## config.mk

```make
export PLATFORM = sky130hd
export DESIGN_NAME = ocl_skip_limiter
export DESIGN_NICKNAME = d
export VERILOG_FILES = /design/src/rtl/ocl_sense_avg.sv /design/src/rtl/ocl_ton_limit.sv /design/src/rtl/ocl_phase_gate.sv /design/src/rtl/ocl_skip_limiter.sv
export SDC_FILE = /design/constraint.sdc
export NUM_CORES = 1
export LEC_CHECK = 0
export BUFFER_PORTS_ARGS = -buffer_cell sky130_fd_sc_hd__buf_2
export CAP_MARGIN = 40
export CORE_MARGIN = 1
export CORE_UTILIZATION = 45
export DETAILED_ROUTE_END_ITERATION = 12
export HOLD_SLACK_MARGIN = 0.1
export PLACE_DENSITY = 0.69
export SYNTH_ARGS = -nofsm -noshare
export SYNTH_HDL_FRONTEND = slang
export SYNTH_SLANG_ARGS = --single-unit
```

## constraint.sdc

```tcl
create_clock -name clk_i -period 4.2 [get_ports clk_i]
set_clock_uncertainty 0.2 [all_clocks]
set_input_delay 0.42 -clock clk_i [delete_from_list [all_inputs] [get_ports clk_i]]
set_output_delay 0.42 -clock clk_i [all_outputs]
set_load 0.01 [all_outputs]
```

## src/rtl/ocl_sense_avg.sv

```systemverilog
module ocl_sense_avg #(
  parameter int NPHASE = 2,
  parameter int SW     = 13,
  parameter int IMAX   = 2800,
  localparam int SUMW  = SW + $clog2(NPHASE),
  localparam int IW    = $clog2(IMAX + 1)
) (
  input  logic [NPHASE-1:0][SW-1:0] sense,
  output logic signed [SUMW-1:0]    avg,
  output logic [IW-1:0]             itot
);
  localparam int SH = $clog2(NPHASE);

  logic signed [SUMW-1:0] sum;

  always_comb begin
    sum = '0;
    for (int i = 0; i < NPHASE; i++) begin
      sum = sum + SUMW'($signed(sense[i]));
    end
  end

  // NPHASE is a power of two: arithmetic shift floors the mean.
  assign avg = sum >>> SH;

  always_comb begin
    if (sum < 0) begin
      itot = '0;
    end else if (sum > SUMW'(IMAX)) begin
      itot = IW'(IMAX);
    end else begin
      itot = IW'(sum);
    end
  end
endmodule

```

## src/rtl/ocl_ton_limit.sv

```systemverilog
module ocl_ton_limit #(
  parameter int PERIOD     = 100,
  parameter int IMAX       = 2800,
  parameter int VAR_HI_PCT = 80,
  parameter int VAR_LO_PCT = 40,
  parameter int FIX_PCT    = 70,
  localparam int TW        = $clog2(PERIOD + 1),
  localparam int IW        = $clog2(IMAX + 1)
) (
  input  logic [IW-1:0] itot,
  input  logic          fixed_mode,
  output logic [TW-1:0] tmax
);
  localparam int T_HI  = PERIOD * VAR_HI_PCT / 100;
  localparam int T_LO  = PERIOD * VAR_LO_PCT / 100;
  localparam int T_FIX = PERIOD * FIX_PCT / 100;
  localparam int DT    = T_HI - T_LO;
  localparam int PW    = IW + TW;

  logic [PW-1:0] prod;
  logic [PW-1:0] quot;
  logic [TW-1:0] tvar;

  always_comb begin
    prod = PW'(DT) * PW'(itot);
    quot = prod / PW'(IMAX);
    tvar = TW'(T_HI) - TW'(quot);
  end

  generate
    if (T_FIX == T_HI) begin : g_same
      assign tmax = fixed_mode ? TW'(T_FIX) : tvar;
    end else begin : g_diff
      assign tmax = fixed_mode ? TW'(T_FIX) : tvar;
    end
  endgenerate
endmodule

```

## src/rtl/ocl_phase_gate.sv

```systemverilog
module ocl_phase_gate #(
  parameter int SW        = 13,
  parameter int SUMW      = 14,
  parameter int TW        = 7,
  parameter int OC_LVL    = 1400,
  parameter int BAL_SHIFT = 2,
  localparam int AW       = SUMW + 2
) (
  input  logic                   clk,
  input  logic                   rst_n,
  input  logic                   tick,
  input  logic [SW-1:0]          own,
  input  logic signed [SUMW-1:0] avg,
  input  logic [TW-1:0]          req,
  input  logic [TW-1:0]          tmax,
  output logic                   hs,
  output logic                   ls,
  output logic                   lim
);
  logic signed [AW-1:0] diff;
  logic signed [AW-1:0] adj;
  logic signed [AW-1:0] tmax_s;
  logic                 over;
  logic [TW-1:0]        ton_nx;
  logic                 lim_nx;

  logic [TW-1:0]        rem_q, rem_d;
  logic                 lim_q, lim_d;
  logic                 run_q, run_d;

  // Period decision, evaluated from the sampled inputs
  always_comb begin
    diff   = AW'(avg) - AW'($signed(own));
    adj    = $signed({{(AW-TW){1'b0}}, req}) + (diff >>> BAL_SHIFT);
    tmax_s = $signed({{(AW-TW){1'b0}}, tmax});
    over   = $signed(own) > SW'(OC_LVL);
    if (over) begin
      ton_nx = '0;
      lim_nx = 1'b1;
    end else if (adj <= 0) begin
      ton_nx = '0;
      lim_nx = 1'b0;
    end else if (adj > tmax_s) begin
      ton_nx = tmax;
      lim_nx = 1'b1;
    end else begin
      ton_nx = TW'(adj);
      lim_nx = 1'b0;
    end
  end

  // Next state
  always_comb begin
    rem_d = rem_q;
    lim_d = lim_q;
    run_d = run_q;
    if (tick) begin
      rem_d = ton_nx;
      lim_d = lim_nx;
      run_d = 1'b1;
    end else if (rem_q != '0) begin
      rem_d = rem_q - 1'b1;
    end
  end

  // State registers
  always_ff @(posedge clk or negedge rst_n) begin
    if (!rst_n) begin
      rem_q <= '0;
      lim_q <= 1'b0;
      run_q <= 1'b0;
    end else begin
      rem_q <= rem_d;
      lim_q <= lim_d;
      run_q <= run_d;
    end
  end

  assign hs  = (rem_q != '0);
  assign ls  = run_q & ~hs;
  assign lim = lim_q;
endmodule

```

## src/rtl/ocl_skip_limiter.sv

```systemverilog
module ocl_skip_limiter #(
  parameter int NPHASE     = 2,
  parameter int SW         = 13,
  parameter int PERIOD     = 100,
  parameter int NOM_LVL    = 1000,
  parameter int OC_PCT     = 140,
  parameter int VAR_HI_PCT = 80,
  parameter int VAR_LO_PCT = 40,
  parameter int FIX_PCT    = 70,
  parameter int BAL_SHIFT  = 2,
  localparam int TW        = $clog2(PERIOD + 1)
) (
  input  logic                      clk_i,
  input  logic                      rst_ni,
  input  logic                      period_tick_i,
  input  logic                      fixed_mode_i,
  input  logic [NPHASE-1:0][SW-1:0] sense_i,
  input  logic [NPHASE-1:0][TW-1:0] ton_req_i,
  output logic [NPHASE-1:0]         hs_en_o,
  output logic [NPHASE-1:0]         ls_en_o,
  output logic [NPHASE-1:0]         limit_o
);
  localparam int OC_LVL = NOM_LVL * OC_PCT / 100;
  localparam int IMAX   = NPHASE * OC_LVL;
  localparam int SUMW   = SW + $clog2(NPHASE);
  localparam int IW     = $clog2(IMAX + 1);
  localparam int T_CAP  = PERIOD * ((VAR_HI_PCT > FIX_PCT) ? VAR_HI_PCT : FIX_PCT) / 100;

  // Reset synchronizer: asynchronous assertion, synchronous release
  logic [1:0] rst_sync_q;
  logic       rst_q_n;

  always_ff @(posedge clk_i or negedge rst_ni) begin
    if (!rst_ni) begin
      rst_sync_q <= 2'b00;
    end else begin
      rst_sync_q <= {rst_sync_q[0], 1'b1};
    end
  end
  assign rst_q_n = rst_sync_q[1];

  logic signed [SUMW-1:0] avg;
  logic [IW-1:0]          itot;
  logic [TW-1:0]          tmax;

  ocl_sense_avg #(
    .NPHASE(NPHASE), .SW(SW), .IMAX(IMAX)
  ) u_avg (
    .sense(sense_i), .avg(avg), .itot(itot)
  );

  ocl_ton_limit #(
    .PERIOD(PERIOD), .IMAX(IMAX), .VAR_HI_PCT(VAR_HI_PCT),
    .VAR_LO_PCT(VAR_LO_PCT), .FIX_PCT(FIX_PCT)
  ) u_lim (
    .itot(itot), .fixed_mode(fixed_mode_i), .tmax(tmax)
  );

  generate
    for (genvar p = 0; p < NPHASE; p++) begin : g_ph
      ocl_phase_gate #(
        .SW(SW), .SUMW(SUMW), .TW(TW), .OC_LVL(OC_LVL), .BAL_SHIFT(BAL_SHIFT)
      ) u_gate (
        .clk (clk_i),
        .rst_n(rst_q_n),
        .tick(period_tick_i),
        .own (sense_i[p]),
        .avg (avg),
        .req (ton_req_i[p]),
        .tmax(tmax),
        .hs  (hs_en_o[p]),
        .ls  (ls_en_o[p]),
        .lim (limit_o[p])
      );
    end
  endgenerate
endmodule

```

Yosys cells after proc, flatten, opt, wreduce, memory -nomap -nowiden
Cells that the tools add are included.
{"block": "word_totals", "out_inout_bits": 6, "input_bits": 44, "register_bits": 19, "elab_cells": 51}
{"block": "op_classes", "addsub": 8, "mul": 1, "n_reduce_logical": 4, "order_cmp": 8, "div": 1, "n_mux": 19, "bitwise_logic": 4}
{"operator": "7-bit two-way mux", "n": 11}
{"operator": "13-bit by 13-bit subtractor with 14-bit output", "n": 2}
{"operator": "8-bit by 12-bit adder with 13-bit output", "n": 2}
{"operator": "13-bit by 12-bit greater-than comparator with 1-bit output (second input constant)", "n": 2}
{"operator": "13-bit by 8-bit greater-than comparator with 1-bit output", "n": 2}
{"operator": "13-bit by 1-bit less-or-equal comparator with 1-bit output (second input constant)", "n": 2}
{"operator": "12-bit two-way mux", "n": 2}
{"operator": "18-bit by 12-bit divider with 19-bit output (second input constant)", "n": 1}
{"operator": "3-bit by 12-bit multiplier with 15-bit output (first input constant)", "n": 1}
{"operator": "13-bit by 13-bit adder with 14-bit output", "n": 1}
{"operator": "14-bit by 13-bit greater-than comparator with 1-bit output (second input constant)", "n": 1}
{"operator": "14-bit by 1-bit < comparator with 1-bit output (second input constant)", "n": 1}
{"operator": "7-bit nonzero test", "n": 2}
{"operator": "7-bit by 1-bit subtractor with 7-bit output (second input constant)", "n": 2}
{"operator": "7-bit subtractor (first input constant)", "n": 1}
{"operator": "1-bit two-way mux", "n": 6}
{"operator": "2-bit nonzero test", "n": 2}
{"operator": "1-bit bitwise AND", "n": 2}
{"operator": "1-bit inverter", "n": 2}

Depth between registers and ports, before layout
Gate-level depths: netlist (run 1).
{"block": "logic_depth", "depth_word": 13, "mapped_depth": 59, "mapped_depth_nobuf": 56}

By module
A second synthesis (run 1) with hierarchy kept.
{"block": "hier_totals", "cells_unflattened": 987, "area_unflattened_um2": 7511.0}
{"mod": "ocl_phase_gate", "instances": 2, "seq_area_each_um2": 225.2, "area_each_um2": 1950.6, "cells_per_inst": 255}
{"mod": "ocl_ton_limit", "instances": 1, "seq_area_each_um2": 0.0, "area_each_um2": 2583.7, "cells_per_inst": 342}
{"mod": "ocl_sense_avg", "instances": 1, "seq_area_each_um2": 0.0, "area_each_um2": 972.2, "cells_per_inst": 132}
{"mod": "ocl_skip_limiter", "instances": 1, "seq_area_each_um2": 50.0, "area_each_um2": 53.8, "cells_per_inst": 3}

Worst setup path before layout (run 1)
No wires, ideal clock.
{"block": "synth_path", "path_type": "in2reg", "from": "input sense_i[0] (netlist bit)", "to": "register g_ph[0].u_gate.rem_q[1]", "arrival_ns": 11.333, "path_buffers": 2, "required_time_ns": 3.923, "slack_ns": -7.411, "path_stages": 57, "path_cell_list": "ha_1 > inv_1 > fa_1 > nand2b_1 > a21oi_1 > nor2b_1 > nand2_1 > a221o_1 > xnor2_1 > clkbuf_1 > o21ai_0 > a21oi_1 > nand2_1 > or2_2 > inv_1 > ha_1 > ha_1 > inv_1 > [... 21 more ...] > o21ai_0 > ha_1 > nor2_1 > ha_1 > nor2b_1 > o21ai_0 > nand2b_1 > a21oi_1 > nor2b_1 > o21ai_0 > nand2b_1 > a21oi_1 > a41oi_1 > o21ai_0 > clkbuf_1 > mux2i_1 > a21oi_1 > a21oi_1"}
{"block": "synth_via", "elab_chain_len": 13, "word_cells_on_any_way": 18, "classes_between": "4 x add/sub; 1 x mul; 1 x div; 5 x order compare; 7 x mux"}
{"item": "start, declared", "line": "ocl_skip_limiter.sv:17", "text": "input logic [NPHASE-1:0][SW-1:0] sense_i,"}
{"item": "13-bit by 13-bit adder with 14-bit output", "line": "ocl_sense_avg.sv:19", "text": "sum = sum + SUMW'($signed(sense[i]));"}
{"item": "14-bit by 13-bit greater-than comparator with 1-bit output", "line": "ocl_sense_avg.sv:29", "text": "end else if (sum > SUMW'(IMAX)) begin"}
{"item": "12-bit two-way mux", "line": "ocl_sense_avg.sv:29"}
{"item": "12-bit two-way mux", "line": "ocl_sense_avg.sv:27", "text": "if (sum < 0) begin"}
{"item": "3-bit by 12-bit multiplier with 15-bit output", "line": "ocl_ton_limit.sv:25", "text": "prod = PW'(DT) * PW'(itot);"}
{"item": "18-bit by 12-bit divider with 19-bit output", "line": "ocl_ton_limit.sv:26", "text": "quot = prod / PW'(IMAX);"}
{"item": "7-bit subtractor", "line": "ocl_ton_limit.sv:27", "text": "tvar = TW'(T_HI) - TW'(quot);"}
{"item": "7-bit two-way mux", "line": "ocl_ton_limit.sv:34", "text": "assign tmax = fixed_mode ? TW'(T_FIX) : tvar;"}
{"item": "13-bit by 8-bit greater-than comparator with 1-bit output", "line": "ocl_phase_gate.sv:43", "text": "end else if (adj > tmax_s) begin"}
{"item": "7-bit two-way mux", "line": "ocl_phase_gate.sv:43"}
{"item": "7-bit two-way mux", "line": "ocl_phase_gate.sv:40", "text": "end else if (adj <= 0) begin"}
{"item": "7-bit two-way mux (*)", "line": "ocl_phase_gate.sv:37", "text": "if (over) begin"}
{"item": "7-bit two-way mux (*)", "line": "ocl_phase_gate.sv:57", "text": "if (tick) begin"}
{"item": "end signal, assigned", "line": "ocl_phase_gate.sv:73", "text": "rem_q <= rem_d;"}
{"item": "end, declared", "line": "ocl_phase_gate.sv:27", "text": "logic [TW-1:0] rem_q, rem_d;"}
Mark *: on every way between the ends. The rest lies on a longest branch, timed or not.
A chain may end at the register's enable or synchronous reset.

Worst setup path in the final report (run 1)
{"block": "layout_path", "from": "input sense_i[1] (netlist bit)", "to": "register g_ph[0].u_gate.rem_q[1]"}
The elaborated chain is that of the path after synthesis.

==> results.md, run 1 <==
- Run status: finished, violations left
- Violated checks: negative setup slack
- FF-to-FF End: g_ph[0].u_gate.rem_q[1]
- Vias: 8668
- R2r setup slk: between 1.5 and 2 ns
- Max incr delay on CP: ~0.40 ns
- Max_cap viols: 0
- Share of post-route cells with drive strength above 1: 47.9%
- Met2 WL: 12.9 mm
- Highest metal layer with signal wires: met4
- Vias in the first global route: 8804
- HPWL Detailed: 18.4 mm
- H-tree depth: 1
- Syn avg cell area: 7.45 um2
- Crit path top cell by count: buf_6
- Post-Syn Nets: ~1.0k
- Routability cong.: 0.929
- Fmax: 0.0919 GHz
- Die Width: about 120 um
- Post-Synthesis Cells: 905
- Clock sinks: 19
- R2r worst-path depth: 8
- Pre-CTS setup slack: -6.85 ns
- Top FF cell, synth: dfrtp_1
- First-pass GRT wire length: 40.1 mm
- Data required, critical path: 4.18 ns
- GRT Total Usage: 30.6%
- Setup crit start: sense_i[1]
- Die Y: 124 um
- Antenna Nets Post-Route: 0
- Post-DR vias/cell: 5.79
- Min-Delay Path Class: reg2async
- Post-synthesis sequential area ratio: between 7 and 8%
- Routed wire length: 25.2 mm
- Core Region: 14600 um2
- Synth Cell Area: 6740 um2
- Arr. time, crit path: ~11 ns
- Final Cell Area: 11200 um2
- Crit Path Category: in2reg
- #FFs+latches synth: 19
- Pre-Repair DR Iteration Count: 5
- Max clock buf depth: 2
- Synth async-reset ratio: 100%
- Ant. Diodes: 0
- Placement Cell Area: just under 10000 um2
- Site Rows: 44
- Global route total overflow: 0
- Reg clk slew, reported paths: 0.06 ns
- Largest net degree at the start of global routing: 18
- Final #Nets: 1445
- Io pins: 50
- Iter 0 DRT Violations: about 520
- Critical path launch point type: input port
- Initial antenna violation count: 0
- IO buf count: just under 50
- TritonCTS Buffers: 3
- Max transition margin: 53.2%
- Met3 wire length: 1.04 mm
- Yosys warnings: 0
- Setup ws final: -6.68 ns
- Clock root cell: clkbuf_16
- Worst-Margin Slew: 0.702 ns
- Final worst-path cycle share: 259%
- Area delta synth->final: 65.4%
- Post-synth EDFFs: 0
- Skew-Pair Late Insertion Delay: 0.25 ns
- Hold Vio Cnt, Final: 0
- Final setup fails: 16
- WL met1: slightly above 10 mm
- Crit path max fanout: 6
- Initial Util: 46.2%
- Fillers: 981
- RSZ-0062 raised after global routing: yes
- Die area: 15500 um2
- FF-to-FF Start: g_ph[0].u_gate.rem_q[0]
- Post-layout min period: 10.88 ns
- Drt wl/cell: 16.9 um
- DRC errors left: 0
- Critical Path End: g_ph[0].u_gate.rem_q[1]
- TritonCTS clock tree: yes
- Slew Viols, Final: 0
- Synth unique cells: 114
- CP max-delay cell: a221o_1
- Critical path capture point type: flop
## worst min path at each step
| stage | from | endpoint | slack, ns |
|---|---|---|---|
| finish | rst_sync_q[1] | g_ph[0].u_gate.rem_q[4] | 0.09 |
| global route | rst_sync_q[1] | g_ph[0].u_gate.rem_q[3] | 0.15 |
| CTS | rst_sync_q[1] | g_ph[0].u_gate.rem_q[3] | 0.11 |
| detailed placement | rst_ni | rst_sync_q[1] | 0.008 |
| global placement | rst_ni | rst_sync_q[1] | 0.005 |
| floorplan | rst_ni | rst_sync_q[0] | -0.08 |
## cell type report
type	instances	area, um2	area share, %
Timing Repair Buffer	431	3230	28.9
Clock buffer	3	75.1	0.673
Multi-Input combinational cell	783	6850	61.4
Clock inverter	1	5.00	0.0449
Sequential cell	19	475	4.26
Tap cell	184	230	2.06
Inverter	75	287	2.57
## registers in the layout, indices dropped and copies added, names as in the netlist
signal and flops:
g_ph.u_gate.rem_q 14, g_ph.u_gate.lim 2, rst_sync_q 2, g_ph.u_gate.run_q 1
## critical path: cells and delay by family
family,cells,cell delay (ns)
compound gates,25,4.59
xor+xnor,3,0.43
buf+inv,12,1.40
mux,2,0.38
simple gates,14,1.97
fa+ha+maj,7,1.64
## stage by stage
step	cells	TNS, ns	util, %	hold WS, ns
final	1496	-104.26	76.4	0.0910
after global routing	1496	-112.48	76.4	0.150
after CTS	1477	-97.99	73.4	0.106
after detailed placement	1435	-107.11	67.8	0.00775
after global placement	1435	-104.34	67.8	0.00530
after floorplan	905	-101.62	-	-0.0756
## what timing repair did
item                       4_1_cts  5_1_grt
pin swaps                       94       50
cloned                           1        0
hold endpoints to repair         2        0
hold buffers                     1        0
setup buffers                   38       20
gates resized for setup         84       58
setup endpoints to repair       16       16
## synthesized netlist by cell type, types with 4 or more instances
library cell,count,area share (%)
a22oi_1,5,0.56
nand2b_1,12,1.1
o21a_1,13,1.4
mux2i_1,7,1.0
maj3_1,5,0.74
a211oi_1,9,1.0
a31oi_1,9,0.84
inv_1,74,4.1
nand4_1,12,1.1
o21bai_1,9,1.0
or3_1,4,0.37
fa_1,4,1.2
and3_1,7,0.65
buf_2,5,0.37
xnor2_2,5,1.2
nor3_1,41,3.0
nor2b_1,10,0.93
ha_1,84,16
clkbuf_1,11,0.61
nand2_1,60,3.3
or2_2,7,0.65
buf_4,7,0.78
a41oi_1,7,0.91
nand3_1,23,1.7
a2bb2oi_1,5,0.65
o211ai_1,12,1.3
dfrtp_1,19,7.1
xor2_1,24,3.1
o21ai_0,43,3.2
a21boi_0,5,0.56
o22ai_1,4,0.37
o21ai_1,4,0.30
xnor2_1,45,5.8
nand3b_1,4,0.45
o31ai_1,5,0.56
and2_1,4,0.37
a21oi_1,71,5.3
nor2_1,83,4.6
nor4_1,4,0.37
a21o_1,22,2.5
## layer usage
layer,GRT usage [%],up-vias
met1,35.5,4113
li1,-,4179
met4,12.2,0
met2,57.1,295
met3,2.96,81
met5,0,-
## cell families after synthesis
logic type	after synthesis	synth area share, %
buf+inv	103	6.63
other cells	1	0.0556
simple gates	303	23.0
flops	19	7.05
xor+xnor	75	10.4
mux	10	1.54
fa+ha+maj	94	17.7
compound gates	300	33.6
## layout by cell type, fill, tap and decap left out, drive strengths merged, types with 15 or more instances in the layout
cell / netlist / final
a21o: 22 / 22
nand2: 62 / 62
buf: 17 / 430
o21a: 15 / 15
nand3: 26 / 26
a211oi: 15 / 15
o21ai: 49 / 49
inv: 74 / 74
o211ai: 17 / 17
dfrtp: 19 / 19
nor3: 43 / 43
ha: 84 / 84
a21oi: 75 / 75
xnor2: 50 / 50
xor2: 25 / 25
nor2: 84 / 84
Power of run 1 is left out: the tool's default activity adds up to more than one toggle a clock period on the data nets, which glitch-free logic cannot reach.
==> inputs of run 2 (changes only) <==
ABC_AREA = 1   (was default)
==> results.md, run 2 <==
- Final #Nets: 1569
- Worst-Margin Slew: 0.698 ns
- Final worst-path cycle share: 257%
- Largest Register: g_ph.u_gate.rem_q
- Vias in the first global route: 7697
- Yosys warnings: 0
- Vias: about 8.4k
- Top post-synthesis cells by count: 267 x nand2_1, 174 x inv_1, 93 x nor2_1
- Critical path launch point type: input port
- Post-DR vias/cell: around 5.2
- Drt wl/cell: 14.5 um
- CP max-delay cell: fa_2
- Synth Cell Area: between 6000 and 7000 um2
- Routability cong.: 0.920
- Crit Path Category: in2reg
- Post-synth top area share: 16.7%
- Buf/Inv on CP: 19
- Run status: finished, violations left
- R2r setup slk: 1.97 ns
- Met3 usage: ~1.5%
- First-pass GRT wire length: between 30 and 40 mm
- Arr. time, crit path: 10.77 ns
- Slew Viols, Final: 0
- M2 GR Usage: 50.5%
- Reg clk slew, reported paths: 0.05 ns
- Synth area leader: ha_1
- Crit path top cell by count: nand2_2
- Die Y: 120 um
- Post-Route Utilization: roughly 78%
- Clock sinks: 19
- Core Region: roughly 13000 um2
- Max transition margin: 53.5%
- Final setup fails: 16
- Max clock buf depth: 2
- GRT Total Usage: 27.4%
- Post-layout min period: roughly 11 ns
- Post-synthesis sequential area ratio: 7.57%
- RSZ-0062 raised after global routing: yes
- Die Width: 120 um
- TritonCTS Buffers: 3
- R2r worst-path depth: 9
- TritonCTS clock tree: yes
- Routed wire length: ~23 mm
- DRC errors left: 0
- Largest net degree at the start of global routing: 18
- Share of post-route cells with drive strength above 1: between 40% and 50%
- Max incr delay on CP: just under 0.4 ns
- Iter 0 DRT Violations: 500
- Most frequent cells in the layout: 327 x buf_4, 205 x nand2_1, 161 x inv_1, 73 x ha_1, 71 x nor2_1
- Post-Synthesis Cells: 1049
- Leading post-synthesis cells by cell area: ha_1 17%, nand2_1 16%, inv_1 10%
- Top FF cell, synth: dfrtp_1
- Max_cap viols: 0
- Io pins: 50
- CP delay by family, top: simple AND/OR/NAND/NOR gates
- Most common cell after layout, fill and taps aside: buf_4
- FF-to-FF End: g_ph[1].u_gate.rem_q[0]
- Grt met1 use: 33.5%
- Global route total overflow: 0
- Min-Delay Path Class: reg2async
- Initial Util: 46.9%
- Die area: 14400 um2
- Critical path capture point type: flop
- Synth unique cells: 49
- H-tree depth: 1
- Data required, critical path: 4.19 ns
- Final Cell Area: 10400 um2
- Post-synth EDFFs: 0
- Site Rows: 42
- Antenna Nets Post-Route: 0
- Synth async-reset ratio: 100%
- Skew-Pair Late Insertion Delay: 0.26 ns
- Hold Vio Cnt, Final: 0
- Placement Cell Area: 8910 um2
- Crit path max fanout: 8
- Clock root cell: clkbuf_16
- Violated checks: negative setup slack
- Count leader, synth: nand2_1
- Syn avg cell area: ~6.0 um2
- Setup ws final: -6.58 ns
- #FFs+latches synth: 19
- Fmax: about 0.093 GHz
- Layer with the highest usage: met2
- IO buf count: 49
- Pre-Repair DR Iteration Count: 5
- Post-Syn Nets: 1181
- HPWL Detailed: about 16 mm
- Area delta synth->final: 65.7%
- FF-to-FF Start: g_ph[1].u_gate.rem_q[0]
- Initial antenna violation count: 2
- Max FFs per register: 14
- Setup crit start: sense_i[13]
## run 2: changes by cell type after synthesis, moves of 11 or more
cell and change:
nor3_1 -30, nand2_1 +207, o21a_1 -13, nand2_2 +26, o211ai_1 -11, a21o_1 -15
inv_1 +100, nand2b_1 -12, nand2_4 +12, nand3_1 +59
## run 2: per-stage QoR
step	instances	worst slack [ns]	TNS, ns	hold slack [ns]
floorplan	1049	-5.67	-88.78	-0.0756
global placement	1534	-6.29	-99.10	0.00594
detailed placement	1534	-6.69	-105.11	0.00714
CTS	1593	-5.86	-92.41	0.103
global route	1614	-7.05	-111.31	0.154
finish	1614	-6.58	-103.85	0.0890
## run 2: cells by family (layout without fill, tap and decap cells)
| logic type | Yosys count | in the layout | share of synthesized area [%] |
|---|---|---|---|
| mux | 2 | 2 | 0.319 |
| buf+inv | 196 | 583 | 12.6 |
| fa+ha+maj | 88 | 88 | 18.0 |
| xor+xnor | 67 | 67 | 9.34 |
| compound gates | 140 | 140 | 13.0 |
| other cells | 1 | 3 | 0.0597 |
| flops | 19 | 19 | 7.57 |
| simple gates | 536 | 536 | 39.1 |
## run 2: worst register-to-register path, cell delays in order (launching register included)
cell and delay, ns:
dfrtp_1 0.36, inv_1 0.12, ha_1 0.21, nand2_1 0.10, nor3_1 0.14, inv_1 0.08, nor2_1 0.11, inv_1 0.08
nor2_1 0.51, a22oi_1 0.18
## run 2: cell type report
type,count,area (um2)
multi-input combinational,834,5960
sequential,19,475
timing repair buffer,393,2940
antenna,2,5.00
timing repair inverter,2,11.3
clock buffer,4,78.8
inverter,184,709
fill,909,3000
tap,176,220
## run 2: layer usage
layer | vias to the layer above | share of wire (%)
met2 | 320 | 50
li1 | 4128 | -
met3 | 112 | 5.1
met4 | 0 | 4.6
met5 | - | 0
met1 | 3793 | 41
## run 2: timing repair
item,in CTS,in global routing
gates resized for setup,92,117
gates cloned,2,0
setup endpoints to repair,16,16
pin swaps,88,73
buffers inserted,52,19
hold buffers,1,0
endpoints found under the hold margin,2,0
## run 2: how the worst max path moves through the flow
| stage | slack [ns] | endpoint | depth (start not counted) |
|---|---|---|---|
| 3_3_place_gp | -6.29 | g_ph[1].u_gate.rem_q[0] | 85 |
| 3_5_place_dp | -6.69 | g_ph[1].u_gate.rem_q[0] | 87 |
| 6_report | -6.58 | g_ph[1].u_gate.rem_q[6] | 88 |
| 5_1_grt | -7.05 | g_ph[1].u_gate.rem_q[6] | 87 |
| 4_1_cts | -5.86 | g_ph[1].u_gate.rem_q[0] | 94 |
| 2_1_floorplan | -5.67 | g_ph[1].u_gate.rem_q[5] | 89 |
Power of run 2 is left out for the same reason.
==> inputs of run 3 (changes only) <==
CTS_CLUSTER_SIZE = 40   (was default)
TNS_END_PERCENT = 20   (was default)
==> results.md, run 3 (synthesis gave the netlist of run 2 again) <==
- Site Rows: 42
- Reg clk slew, reported paths: 0.06 ns
- Critical path capture point type: flop
- Antenna Nets Post-Route: 0
- Most common cell after layout, fill and taps aside: buf_4
- Crit path max fanout: 7
- Clock sinks: 19
- DRC errors left: 0
- Crit Path Category: in2reg
- R2r worst-path depth: 10
- Initial Util: 46.9%
- Skew-Pair Late Insertion Delay: roughly 0.25 ns
- Clock root cell: clkbuf_16
- TritonCTS clock tree: yes
- Most frequent cells in the layout: 312 x buf_4, 218 x nand2_1, 162 x inv_1, 76 x ha_1, 74 x nor2_1
- Post-DR vias/cell: approximately 5
- R2r setup slk: 1.86 ns
- Data required, critical path: 4.12 ns
- Share of post-route cells with drive strength above 1: 41.3%
- Max clock buf depth: 2
- Hold Vio Cnt, Final: 0
- TritonCTS Buffers: 3
- Area delta synth->final: 58.2%
- Final #Nets: 1548
- Largest Register: g_ph.u_gate.rem_q
- Iter 0 DRT Violations: ~320
- Final setup fails: 16
- Max incr delay on CP: 0.34 ns
- Vias: about 8k
- Critical path launch point type: input port
- Arr. time, crit path: 10.15 ns
- GRT Total Usage: 26.8%
- Worst-Margin Slew: between 0.6 and 0.7 ns
- First-pass GRT wire length: 32.3 mm
- Ant. Diodes: 0
- Routability cong.: 0.898
- Post-layout min period: roughly 10 ns
- Min-Delay Path Class: reg2async
- CP max-delay cell: fa_2
- Final worst-path cycle share: 244%
- Die Y: 120 um
- IO buf count: 49
- Slew Viols, Final: 0
- Die area: 14400 um2
- Crit path top cell by count: nand2_2
- HPWL Detailed: between 15 and 20 mm
- Max FFs per register: 14
- H-tree depth: 1
- RSZ-0062 raised after global routing: yes
- Core Region: roughly 13000 um2
- Routed wire length: 19.4 mm
- Vias in the first global route: ~7.6k
- Setup ws final: -6.03 ns
- Largest net degree at the start of global routing: 18
- Fmax: 0.0977 GHz
- Violated checks: negative setup slack
- Die Width: 120 um
- Initial antenna violation count: 0
- Run status: finished, violations left
- Drt wl/cell: 12.2 um
- Io pins: 50
- Global route total overflow: 0
- Max_cap viols: 0
- Pre-Repair DR Iteration Count: 7
- Setup TNS: -95.43 ns
- Max transition margin: 54.2%
## run 3: critical path: cells and delay by family
| family | cells | cell delay, ns |
|---|---|---|
| and+or+nand+nor | 49 | 4.77 |
| AOI/OAI and AO/OA | 13 | 1.72 |
| adders and majority gates | 7 | 1.70 |
| buffers and inverters | 12 | 1.07 |
| xor gates and xnor gates | 2 | 0.39 |
## run 3: cell type report
cell class,instances,area [um2]
timing repair inverter,2,11.3
timing repair buffer,371,2740
clock inverter,1,7.51
multi-input combinational,835,5700
clock buffer,3,75.1
inverter,184,707
tap,176,220
fill,1009,3470
sequential,19,475
## run 3: final timing paths
check,startpoint,endpoint
min,rst_sync_q[1],g_ph[1].u_gate.rem_q[2]
min reg2reg,rst_sync_q[1],g_ph[1].u_gate.rem_q[2]
min in group clk_i,rst_sync_q[0],rst_sync_q[1]
max in group asynchronous,rst_sync_q[1],g_ph[0].u_gate.rem_q[4]
max reg2reg,g_ph[1].u_gate.rem_q[0],g_ph[1].u_gate.rem_q[1]
max,sense_i[13],g_ph[1].u_gate.rem_q[1]
## run 3: what timing repair did
action,4_1_cts,5_1_grt
pin swaps,81,47
endpoints found under the setup margin,16,16
gates cloned,3,0
hold endpoints to repair,2,0
setup buffers,41,5
hold buffers,1,0
gates resized for setup,79,63
## run 3: per-stage QoR
stage                     worst slack (ns)  area [um2]  instances  util (%)  hold WS [ns]
final                                -6.03        9930       1591      74.1        0.0853
after global routing                 -6.81        9930       1591      74.1         0.149
after CTS                            -5.78        9660       1586      72.1         0.107
after detailed placement             -6.68        8920       1537      66.6        0.0115
after global placement               -6.37        8920       1537      66.6       0.00493
after floorplan                      -5.67        6480       1049         -       -0.0756
## run 3: routing by layer
metal  routed length, um  track usage [%]  part of all wire, %
met2                9730             49.5                   50
met4                 498             8.44                  2.6
met3                 696             1.52                  3.6
met1                8500             32.9                   44
met5                   0                0                    0
Power of run 3 is left out for the same reason.
